<file path="config.mk">
export PLATFORM = sky130hd
export DESIGN_NAME = cmd_strobe_seq
export DESIGN_NICKNAME = d
export VERILOG_FILES = /design/src/rtl/cmd_seq_pkg.sv /design/src/rtl/cmd_seq_decode.sv /design/src/rtl/cmd_seq_timer.sv /design/src/rtl/cmd_seq_outreg.sv /design/src/rtl/cmd_strobe_seq.sv
export SDC_FILE = /design/constraint.sdc
export NUM_CORES = 1
export LEC_CHECK = 0
export BUFFER_PORTS_ARGS = -buffer_cell sky130_fd_sc_hd__buf_2
export CAP_MARGIN = 20
export CORE_ASPECT_RATIO = 0.7
export CORE_MARGIN = 2
export CORE_UTILIZATION = 35
export DETAILED_ROUTE_END_ITERATION = 10
export PLACE_DENSITY = 0.71
export REMOVE_ABC_BUFFERS = 1
export SLEW_MARGIN = 20
export SYNTH_ARGS = -nofsm -noshare
export SYNTH_HDL_FRONTEND = slang
export SYNTH_SLANG_ARGS = --single-unit
</file>
<file path="constraint.sdc">
create_clock -name clk -period 1.8 [get_ports clk]
set_clock_uncertainty 0.1 [all_clocks]
set_input_delay 0.27 -clock clk [delete_from_list [all_inputs] [get_ports clk]]
set_output_delay 0.27 -clock clk [all_outputs]
set_load 0.005 [all_outputs]
</file>
<file path="src/rtl/cmd_seq_pkg.sv">
package cmd_seq_pkg;
  typedef enum logic [1:0] {
    K_MEM_RD = 2'd0,
    K_MEM_WR = 2'd1,
    K_IO_RD  = 2'd2,
    K_IO_WR  = 2'd3
  } kind_e;

  typedef enum logic [1:0] {
    ST_IDLE,
    ST_SETUP,
    ST_CMD,
    ST_TAIL
  } phase_e;

  typedef struct packed {
    logic mrd;
    logic mwr;
    logic iord;
    logic iowr;
    logic lmrd;
    logic lmwr;
  } strb_t;
endpackage

</file>
<file path="src/rtl/cmd_seq_decode.sv">
module cmd_seq_decode
  import cmd_seq_pkg::*;
#(
  parameter int ADDR_W = 24,
  parameter int LOW_W  = 20
) (
  input  kind_e              kind,
  input  logic               dma,
  input  logic [ADDR_W-1:0]  addr,
  output strb_t              en,
  output logic               drive,
  output logic               capture
);
  logic lowm;

  generate
    if (LOW_W >= ADDR_W) begin : g_all_low
      assign lowm = 1'b1;
    end else begin : g_gate_low
      assign lowm = ~|addr[ADDR_W-1:LOW_W];
    end
  endgenerate

  always_comb begin
    en = '0;
    if (dma) begin
      // memory side direction comes from kind bit 0, I/O side is the opposite
      if (!kind[0]) begin
        en.mrd  = 1'b1;
        en.iowr = 1'b1;
      end else begin
        en.mwr  = 1'b1;
        en.iord = 1'b1;
      end
    end else begin
      unique case (kind)
        K_MEM_RD: en.mrd  = 1'b1;
        K_MEM_WR: en.mwr  = 1'b1;
        K_IO_RD:  en.iord = 1'b1;
        K_IO_WR:  en.iowr = 1'b1;
        default:  en = '0;
      endcase
    end
    en.lmrd = en.mrd & lowm;
    en.lmwr = en.mwr & lowm;
  end

  assign drive   = !dma && (kind == K_MEM_WR || kind == K_IO_WR);
  assign capture = !dma && (kind == K_MEM_RD || kind == K_IO_RD);
endmodule

</file>
<file path="src/rtl/cmd_seq_timer.sv">
module cmd_seq_timer
  import cmd_seq_pkg::*;
#(
  parameter int CMD_CYC = 2
) (
  input  logic   clk,
  input  logic   rst,
  input  logic   start,
  input  logic   chan_rdy,
  output phase_e phase,
  output logic   go_cmd,
  output logic   end_cmd,
  output logic   end_tail
);
  localparam int CNT_W = (CMD_CYC > 1) ? $clog2(CMD_CYC) : 1;
  localparam logic [CNT_W-1:0] LAST = CNT_W'(CMD_CYC - 1);

  logic [CNT_W-1:0] cnt;
  logic             stall;

  assign go_cmd   = (phase == ST_SETUP);
  assign end_cmd  = (phase == ST_CMD) && chan_rdy && !stall && (cnt == LAST);
  assign end_tail = (phase == ST_TAIL);

  always_ff @(posedge clk) begin
    if (rst) begin
      phase <= ST_IDLE;
      cnt   <= '0;
      stall <= 1'b0;
    end else begin
      unique case (phase)
        ST_IDLE: begin
          if (start) phase <= ST_SETUP;
        end
        ST_SETUP: begin
          phase <= ST_CMD;
          cnt   <= '0;
          stall <= 1'b0;
        end
        ST_CMD: begin
          if (!chan_rdy) begin
            stall <= 1'b1;
          end else if (stall) begin
            stall <= 1'b0;
          end else if (cnt == LAST) begin
            phase <= ST_TAIL;
          end else begin
            cnt <= cnt + CNT_W'(1);
          end
        end
        ST_TAIL: phase <= ST_IDLE;
        default: phase <= ST_IDLE;
      endcase
    end
  end

  assert_setup_to_cmd_R3: assert property (@(posedge clk) disable iff (rst)
    (phase == ST_SETUP) |=> (phase == ST_CMD));

  assert_stretch_R9: assert property (@(posedge clk) disable iff (rst)
    (phase == ST_CMD && !chan_rdy) |=> (phase == ST_CMD));

  assert_hold_after_ready_R9: assert property (@(posedge clk) disable iff (rst)
    (phase == ST_CMD && chan_rdy && $past(phase == ST_CMD) && $past(!chan_rdy))
      |=> (phase == ST_CMD));

  assert_tail_one_clock_R3: assert property (@(posedge clk) disable iff (rst)
    (phase == ST_TAIL) |=> (phase == ST_IDLE));
endmodule

</file>
<file path="src/rtl/cmd_seq_outreg.sv">
module cmd_seq_outreg
  import cmd_seq_pkg::*;
#(
  parameter int ADDR_W = 24,
  parameter int DATA_W = 8,
  parameter int NCH    = 4,
  parameter int CH_W   = 2
) (
  input  logic              clk,
  input  logic              rst,
  input  logic              start,
  input  logic              busy,
  input  logic              go_cmd,
  input  logic              end_cmd,
  input  logic              end_tail,
  input  logic              req_dma,
  input  logic [CH_W-1:0]   req_chan,
  input  logic [ADDR_W-1:0] req_addr,
  input  logic [DATA_W-1:0] req_wdata,
  input  strb_t             en,
  input  logic              drive,
  input  logic              capture,
  input  logic [DATA_W-1:0] bus_din,
  output logic [ADDR_W-1:0] bus_addr,
  output logic [DATA_W-1:0] bus_dout,
  output logic              bus_doe,
  output strb_t             strb_n,
  output logic [NCH-1:0]    dack_n,
  output logic [DATA_W-1:0] rsp_data,
  output logic              rsp_done
);
  strb_t en_q;
  logic  cap_q;

  always_ff @(posedge clk) begin
    if (rst) begin
      bus_addr <= '0;
      bus_dout <= '0;
      bus_doe  <= 1'b0;
      strb_n   <= '1;
      dack_n   <= '1;
      rsp_data <= '0;
      rsp_done <= 1'b0;
      en_q     <= '0;
      cap_q    <= 1'b0;
    end else begin
      rsp_done <= end_cmd;
      if (start) begin
        bus_addr <= req_addr;
        bus_dout <= req_wdata;
        bus_doe  <= drive;
        en_q     <= en;
        cap_q    <= capture;
        if (req_dma) dack_n <= ~(NCH'(1) << req_chan);
      end
      if (go_cmd) strb_n <= ~en_q;
      if (end_cmd) begin
        strb_n <= '1;
        if (cap_q) rsp_data <= bus_din;
      end
      if (end_tail) begin
        bus_doe <= 1'b0;
        dack_n  <= '1;
      end
    end
  end

  assert_lowmeg_rd_R5: assert property (@(posedge clk) disable iff (rst)
    !strb_n.lmrd |-> !strb_n.mrd);

  assert_lowmeg_wr_R5: assert property (@(posedge clk) disable iff (rst)
    !strb_n.lmwr |-> !strb_n.mwr);

  assert_io_excl_R4: assert property (@(posedge clk) disable iff (rst)
    !(!strb_n.iord && !strb_n.iowr));

  assert_dma_no_drive_R8: assert property (@(posedge clk) disable iff (rst)
    (dack_n != '1) |-> !bus_doe);

  assert_dack_single_R8: assert property (@(posedge clk) disable iff (rst)
    $onehot0(~dack_n));

  assert_wdata_before_R6: assert property (@(posedge clk) disable iff (rst)
    (($fell(strb_n.mwr) || $fell(strb_n.iowr)) && (dack_n == '1)) |-> $past(bus_doe));

  assert_wdata_after_R6: assert property (@(posedge clk) disable iff (rst)
    (($rose(strb_n.mwr) || $rose(strb_n.iowr)) && (dack_n == '1)) |-> bus_doe);

  assert_addr_hold_R2: assert property (@(posedge clk) disable iff (rst)
    (busy && $past(busy)) |-> $stable(bus_addr));
endmodule

</file>
<file path="src/rtl/cmd_strobe_seq.sv">
module cmd_strobe_seq
  import cmd_seq_pkg::*;
#(
  parameter int ADDR_W  = 24,
  parameter int DATA_W  = 8,
  parameter int LOW_W   = 20,
  parameter int NCH     = 4,
  parameter int CMD_CYC = 2,
  parameter int CH_W    = (NCH > 1) ? $clog2(NCH) : 1
) (
  input  logic              clk,
  input  logic              rst,
  input  logic              req_valid,
  input  logic [1:0]        req_kind,
  input  logic              req_dma,
  input  logic [CH_W-1:0]   req_chan,
  input  logic [ADDR_W-1:0] req_addr,
  input  logic [DATA_W-1:0] req_wdata,
  output logic              req_ready,
  input  logic              chan_rdy,
  input  logic [DATA_W-1:0] bus_din,
  output logic [ADDR_W-1:0] bus_addr,
  output logic [DATA_W-1:0] bus_dout,
  output logic              bus_doe,
  output logic              mem_rd_n,
  output logic              mem_wr_n,
  output logic              lmem_rd_n,
  output logic              lmem_wr_n,
  output logic              io_rd_n,
  output logic              io_wr_n,
  output logic [NCH-1:0]    dack_n,
  output logic [DATA_W-1:0] rsp_data,
  output logic              rsp_done
);
  phase_e phase;
  logic   start, go_cmd, end_cmd, end_tail, busy;
  strb_t  en, strb_n;
  logic   drive, capture;

  assign req_ready = (phase == ST_IDLE);
  assign busy      = !req_ready;
  assign start     = req_valid && req_ready;

  cmd_seq_decode #(.ADDR_W(ADDR_W), .LOW_W(LOW_W)) u_dec (
    .kind    (kind_e'(req_kind)),
    .dma     (req_dma),
    .addr    (req_addr),
    .en      (en),
    .drive   (drive),
    .capture (capture)
  );

  cmd_seq_timer #(.CMD_CYC(CMD_CYC)) u_tmr (
    .clk      (clk),
    .rst      (rst),
    .start    (start),
    .chan_rdy (chan_rdy),
    .phase    (phase),
    .go_cmd   (go_cmd),
    .end_cmd  (end_cmd),
    .end_tail (end_tail)
  );

  cmd_seq_outreg #(.ADDR_W(ADDR_W), .DATA_W(DATA_W), .NCH(NCH), .CH_W(CH_W)) u_out (
    .clk       (clk),
    .rst       (rst),
    .start     (start),
    .busy      (busy),
    .go_cmd    (go_cmd),
    .end_cmd   (end_cmd),
    .end_tail  (end_tail),
    .req_dma   (req_dma),
    .req_chan  (req_chan),
    .req_addr  (req_addr),
    .req_wdata (req_wdata),
    .en        (en),
    .drive     (drive),
    .capture   (capture),
    .bus_din   (bus_din),
    .bus_addr  (bus_addr),
    .bus_dout  (bus_dout),
    .bus_doe   (bus_doe),
    .strb_n    (strb_n),
    .dack_n    (dack_n),
    .rsp_data  (rsp_data),
    .rsp_done  (rsp_done)
  );

  assign mem_rd_n  = strb_n.mrd;
  assign mem_wr_n  = strb_n.mwr;
  assign lmem_rd_n = strb_n.lmrd;
  assign lmem_wr_n = strb_n.lmwr;
  assign io_rd_n   = strb_n.iord;
  assign io_wr_n   = strb_n.iowr;

  assert_done_after_cmd_R3: assert property (@(posedge clk) disable iff (rst)
    $rose(rsp_done) |-> $past(!mem_rd_n || !mem_wr_n || !io_rd_n || !io_wr_n));

  assert_ready_after_done_R2: assert property (@(posedge clk) disable iff (rst)
    rsp_done |=> req_ready);
endmodule

</file>
==> flow_results.org <==
** GRT
- The number of global-route vias before repair is roughly 2k.
- For this run, the total global-route usage over all layers was measured as 0.1478.
- Summed over all layers, the global routing overflow is 0.
- The initial antenna violation count is 0.
- Largest net degree at the start of global routing :: 46
- The first global-routing pass estimated 9204 um of wire.

** Timing
- In this run the tightest slew margin relative to its limit is 0.6260.
- Setup violations remaining at the end of the flow were counted as 0.
- Hold Vio Cnt, Final :: 0
- Minimum period implied by the final worst setup slack :: about 1700 ps
- Once routing completed, OpenROAD measured the worst setup slack at between 100 and 150 ps.
- Sum of negative setup slack :: 0 ps
- Share of the clock period used by the worst path :: 0.9309
- For the pin with the worst max-slew slack, the measured transition is approximately 560 ps.
- The number of pins exceeding their max-slew limit in the final report came to 0.
- Based on the critical path, the design can be clocked at up to between 500 and 600 MHz.
- Setup repair after global routing left no endpoint under its margin.

** CTS
- The tree is rooted in a sky130_fd_sc_hd__clkbuf_8.
- In this run the post-CTS setup repair buffer count came out at 0.
- TritonCTS built the clock tree.
- Clock tree synthesis found a total of 63 sinks.
- The clock reaches the later pin of the worst-skew pair after roughly 330 ps.
- Clk buf depth :: 2
- The H-tree was split into 3 levels.
- After clock tree synthesis, the clock-pin slew on the worst setup and hold paths is 70 ps.
- Inserted Clock Buffers :: 9

** Floorplanning
- The core region is between 7000 and 8000 um^2.
- Die X-Extent :: 106.4 um
- Top Ports :: just over 100
- Row cnt :: 26
- For this configuration, the core starts out at a cell density of 0.3573.
- The floorplan step defined a die boundary enclosing roughly 8100 um^2.
- Die span in y :: 75.68 um

** Power and ir drop
- Design internal power :: a little over 3 mW
- The share of total power dissipated in the clock network is 0.332.
- Relative contribution of combinational cells to total power :: 0.275
- The completed layout was analyzed and its total power is 4.355 mW.
- Net switching power of the design :: around 1.3 mW
- Net switching share of the total power :: 0.3009
- Fraction of power consumed by sequential logic :: 0.393
- For this design the static power due to leakage is 1.471 nW.
- Maximum resistive drop on vdd :: 0.4945 mV
- Total power density per cell area :: roughly 1300 nW/um^2

** Synth
- Number of distinct library cell variants in the gate-level netlist after synthesis :: 34
- Counting flops with an async set or reset pin after synthesis yields a share of 0.
- Count of flip-flops with a built-in enable after synthesis :: 0
- In the post-synthesis netlist, the biggest area contributors are sky130_fd_sc_hd__dfxtp_1 (49%), sky130_fd_sc_hd__nand2_1 (12%), sky130_fd_sc_hd__a21oi_1 (8.0%), sky130_fd_sc_hd__nand4b_1 (3.1%), sky130_fd_sc_hd__ha_1 (2.9%).
- Yosys warnings :: 0
- Of the synthesized area, sequential elements account for 0.4910.
- The average instance in the mapped netlist occupies 8.678 um^2.
- Of the post-synthesis cell area, the dominant cell type holds 0.4910.
- Synthesis handed over a netlist of ~300 instances.
- Cell with the most instances after synthesis :: sky130_fd_sc_hd__nand2_1
- Sorting the synthesized cells by how often they occur yields sky130_fd_sc_hd__nand2_1 (85), sky130_fd_sc_hd__dfxtp_1 (63), sky130_fd_sc_hd__a21oi_1 (41).
- Among all flip-flop cells after synthesis, the most frequent one is sky130_fd_sc_hd__dfxtp_1.
- After synthesis the netlist holds a flip-flop and latch count of 63.
- Summed over all instances, the cell type with the most area after synthesis is sky130_fd_sc_hd__dfxtp_1.
- The mapped netlist covers ~2600 um^2.

** Route
- Top routing layer used :: met4
- Dividing the detail-routed wire length by the instance count gives roughly 12 um.
- Vias :: 2323
- After detailed routing, the number of vias per cell comes to between 4 and 5.
- For this run, design rule violations remaining after detail routing come to 0.
- For this run, the detailed router's first-pass iteration total came to 4.
- Routed Antenna Nets :: 0
- The routed design uses roughly 2600 um of met2 wire.
- Met3 WL post-DR :: 538 um
- Wire length reported by the detailed router :: 6000 um
- After the first detailed-routing iteration, the DRC count stood at 110.
- The detailed router put a total of between 2000 and 3000 um of wire on met1.

** Place
- Area after detailed placement :: ~3100 um^2
- Port buffering added between 100 and 150 buffers.
- Prior to clock tree synthesis, the placed netlist has a worst setup slack of around 140 ps.
- The wire-length estimate of the detail-placed layout is around 4300 um.
- Routability-driven placement finished with a final weighted congestion of 0.7229.

** Finish
- Summing all multi-input logic gate instances after layout gives between 1000 and 1500 um^2.
- Count of nets after finishing :: 447
- In the final layout, the share of cells above drive strength 1 is 0.3451.
- Area occupied by registers :: 1261 um^2
- The area growth from synthesis to layout is 31.17%.
- Counting the fill cells in the layout gives around 730.
- 0 antenna diodes ended up in the layout.
- Post-layout instance area :: 3369 um^2

** Setup path
- Number of buffers and inverters on the critical path :: 1
- Critical path type :: reg2reg
- Worst endpoint data arrival time :: 1790 ps
- In this design, the largest share of critical-path delay is due to simple AND/OR/NAND/NOR gates.
- Walking the worst path, the cells encountered are inv_1 -> ha_1 -> and4b_1 -> and2_1 -> o21ai_2.
- STA classifies the critical path endpoint as a register.
- Peak per-stage delay on the critical path :: around 440 ps
- Largest fanout on the critical path :: 8
- Crit path required time :: between 1500 and 2000 ps
- For this design, the slowest cell found on the critical path is sky130_fd_sc_hd__and2_1.
- Critical path startpoint category :: register

** Job
- Maximum capacitance violations :: 0

** Outcome
- The flow ran to the end, and the final reports show no timing, DRC or antenna violations.

** Worst hold path
- The min-delay analysis places its worst path in the category in2reg.
-- tightest hold or removal path: stages --
cell and delay, ps:
sky130_fd_sc_hd__buf_2 90, sky130_fd_sc_hd__nand2_1 40, sky130_fd_sc_hd__a21oi_1 50
-- registers in the layout (all words and copies together) (netlist names), 2 cells and up --
register and count:
u_out.bus_dout 8, u_out.dack_n 4, u_out.strb_n 6, u_out.bus_addr 24, u_tmr.phase 2, u_out.rsp_data 8
u_out.en_q 6
-- per-layer routing --
metal	GRT usage	vias to the layer above
met5	0	-
met4	0.04678	0
met3	0.08041	6
met2	0.2279	72
met1	0.1795	1071
li1	-	1174
-- what timing repair did --
action                                  4_1_cts  5_1_grt
gates resized for setup                       0        1
hold buffers                                  0        0
endpoints found under the setup margin        0        2
-- cell type report --
cell class / count / share of cell area
sequential: 63 / 0.3743
multi-input combinational: 207 / 0.3383
timing repair buffer: 107 / 0.1745
clock buffer: 14 / 0.05421
tap: 98 / 0.03639
clock inverter: 2 / 0.01782
inverter: 4 / 0.004456
-- path summary, 6_finish.rpt --
| path | startpoint | endpoint | slack [ps] | cells after the start |
|---|---|---|---|---|
| setup / recovery | u_tmr.phase[0] | u_out.rsp_data[1] | 120 | 5 |
| hold / removal | req_addr[4] | u_out.bus_addr[4] | 70 | 3 |
| setup reg to reg | u_tmr.phase[0] | u_out.rsp_data[1] | 120 | 5 |
| hold reg to reg | u_out.bus_addr[7] | u_out.bus_addr[7] | 350 | 2 |
-- cells in the final DEF, fill, tap and decap left out, drive strengths merged, types with 2 or more instances in the layout --
master | netlist | final
dfxtp | 63 | 63
clkbuf | 7 | 14
nor2b | 3 | 3
nor2 | 8 | 8
a21oi | 41 | 41
mux2i | 2 | 2
buf | 15 | 107
a211oi | 4 | 4
nand4b | 9 | 9
nand2b | 13 | 13
inv | 4 | 4
nor3b | 2 | 2
nor4 | 2 | 2
and2 | 2 | 2
ha | 6 | 6
o21ai | 18 | 18
nand2 | 85 | 85
bufinv | 0 | 2
nand3 | 2 | 2
nand3b | 2 | 2
-- cells by family (layout without fill, tap and decap cells) --
logic type / count (synthesis) / in the layout / share of synthesized area
fa+ha+maj: 6 / 6 / 0.02922
buf+inv: 26 / 127 / 0.06624
simple gates: 131 / 131 / 0.2450
flops: 63 / 63 / 0.4910
mux: 3 / 3 / 0.01218
compound gates: 67 / 67 / 0.1564
-- stage by stage --
step | cells | utilization | hold WS, ps
finish | 495 | 0.4687 | 69.35
global route | 495 | 0.4687 | 51.20
CTS | 495 | 0.4683 | 53.95
detailed placement | 479 | 0.4346 | 344.1
global placement | 479 | 0.4346 | 338.8
floorplan | 274 | - | 234.6
-- power by group through the flow --
stage / sequential, mW / clock, mW / combinational [mW]
finish: 1.71 / 1.45 / 1.20
global route: 1.74 / 1.55 / 1.36
CTS: 1.71 / 1.49 / 1.21
detailed placement: 1.74 / 0 / 1.20
global placement: 1.74 / 0 / 1.18
floorplan: 1.75 / 0 / 0.683
(Power assumes the default switching activity.)
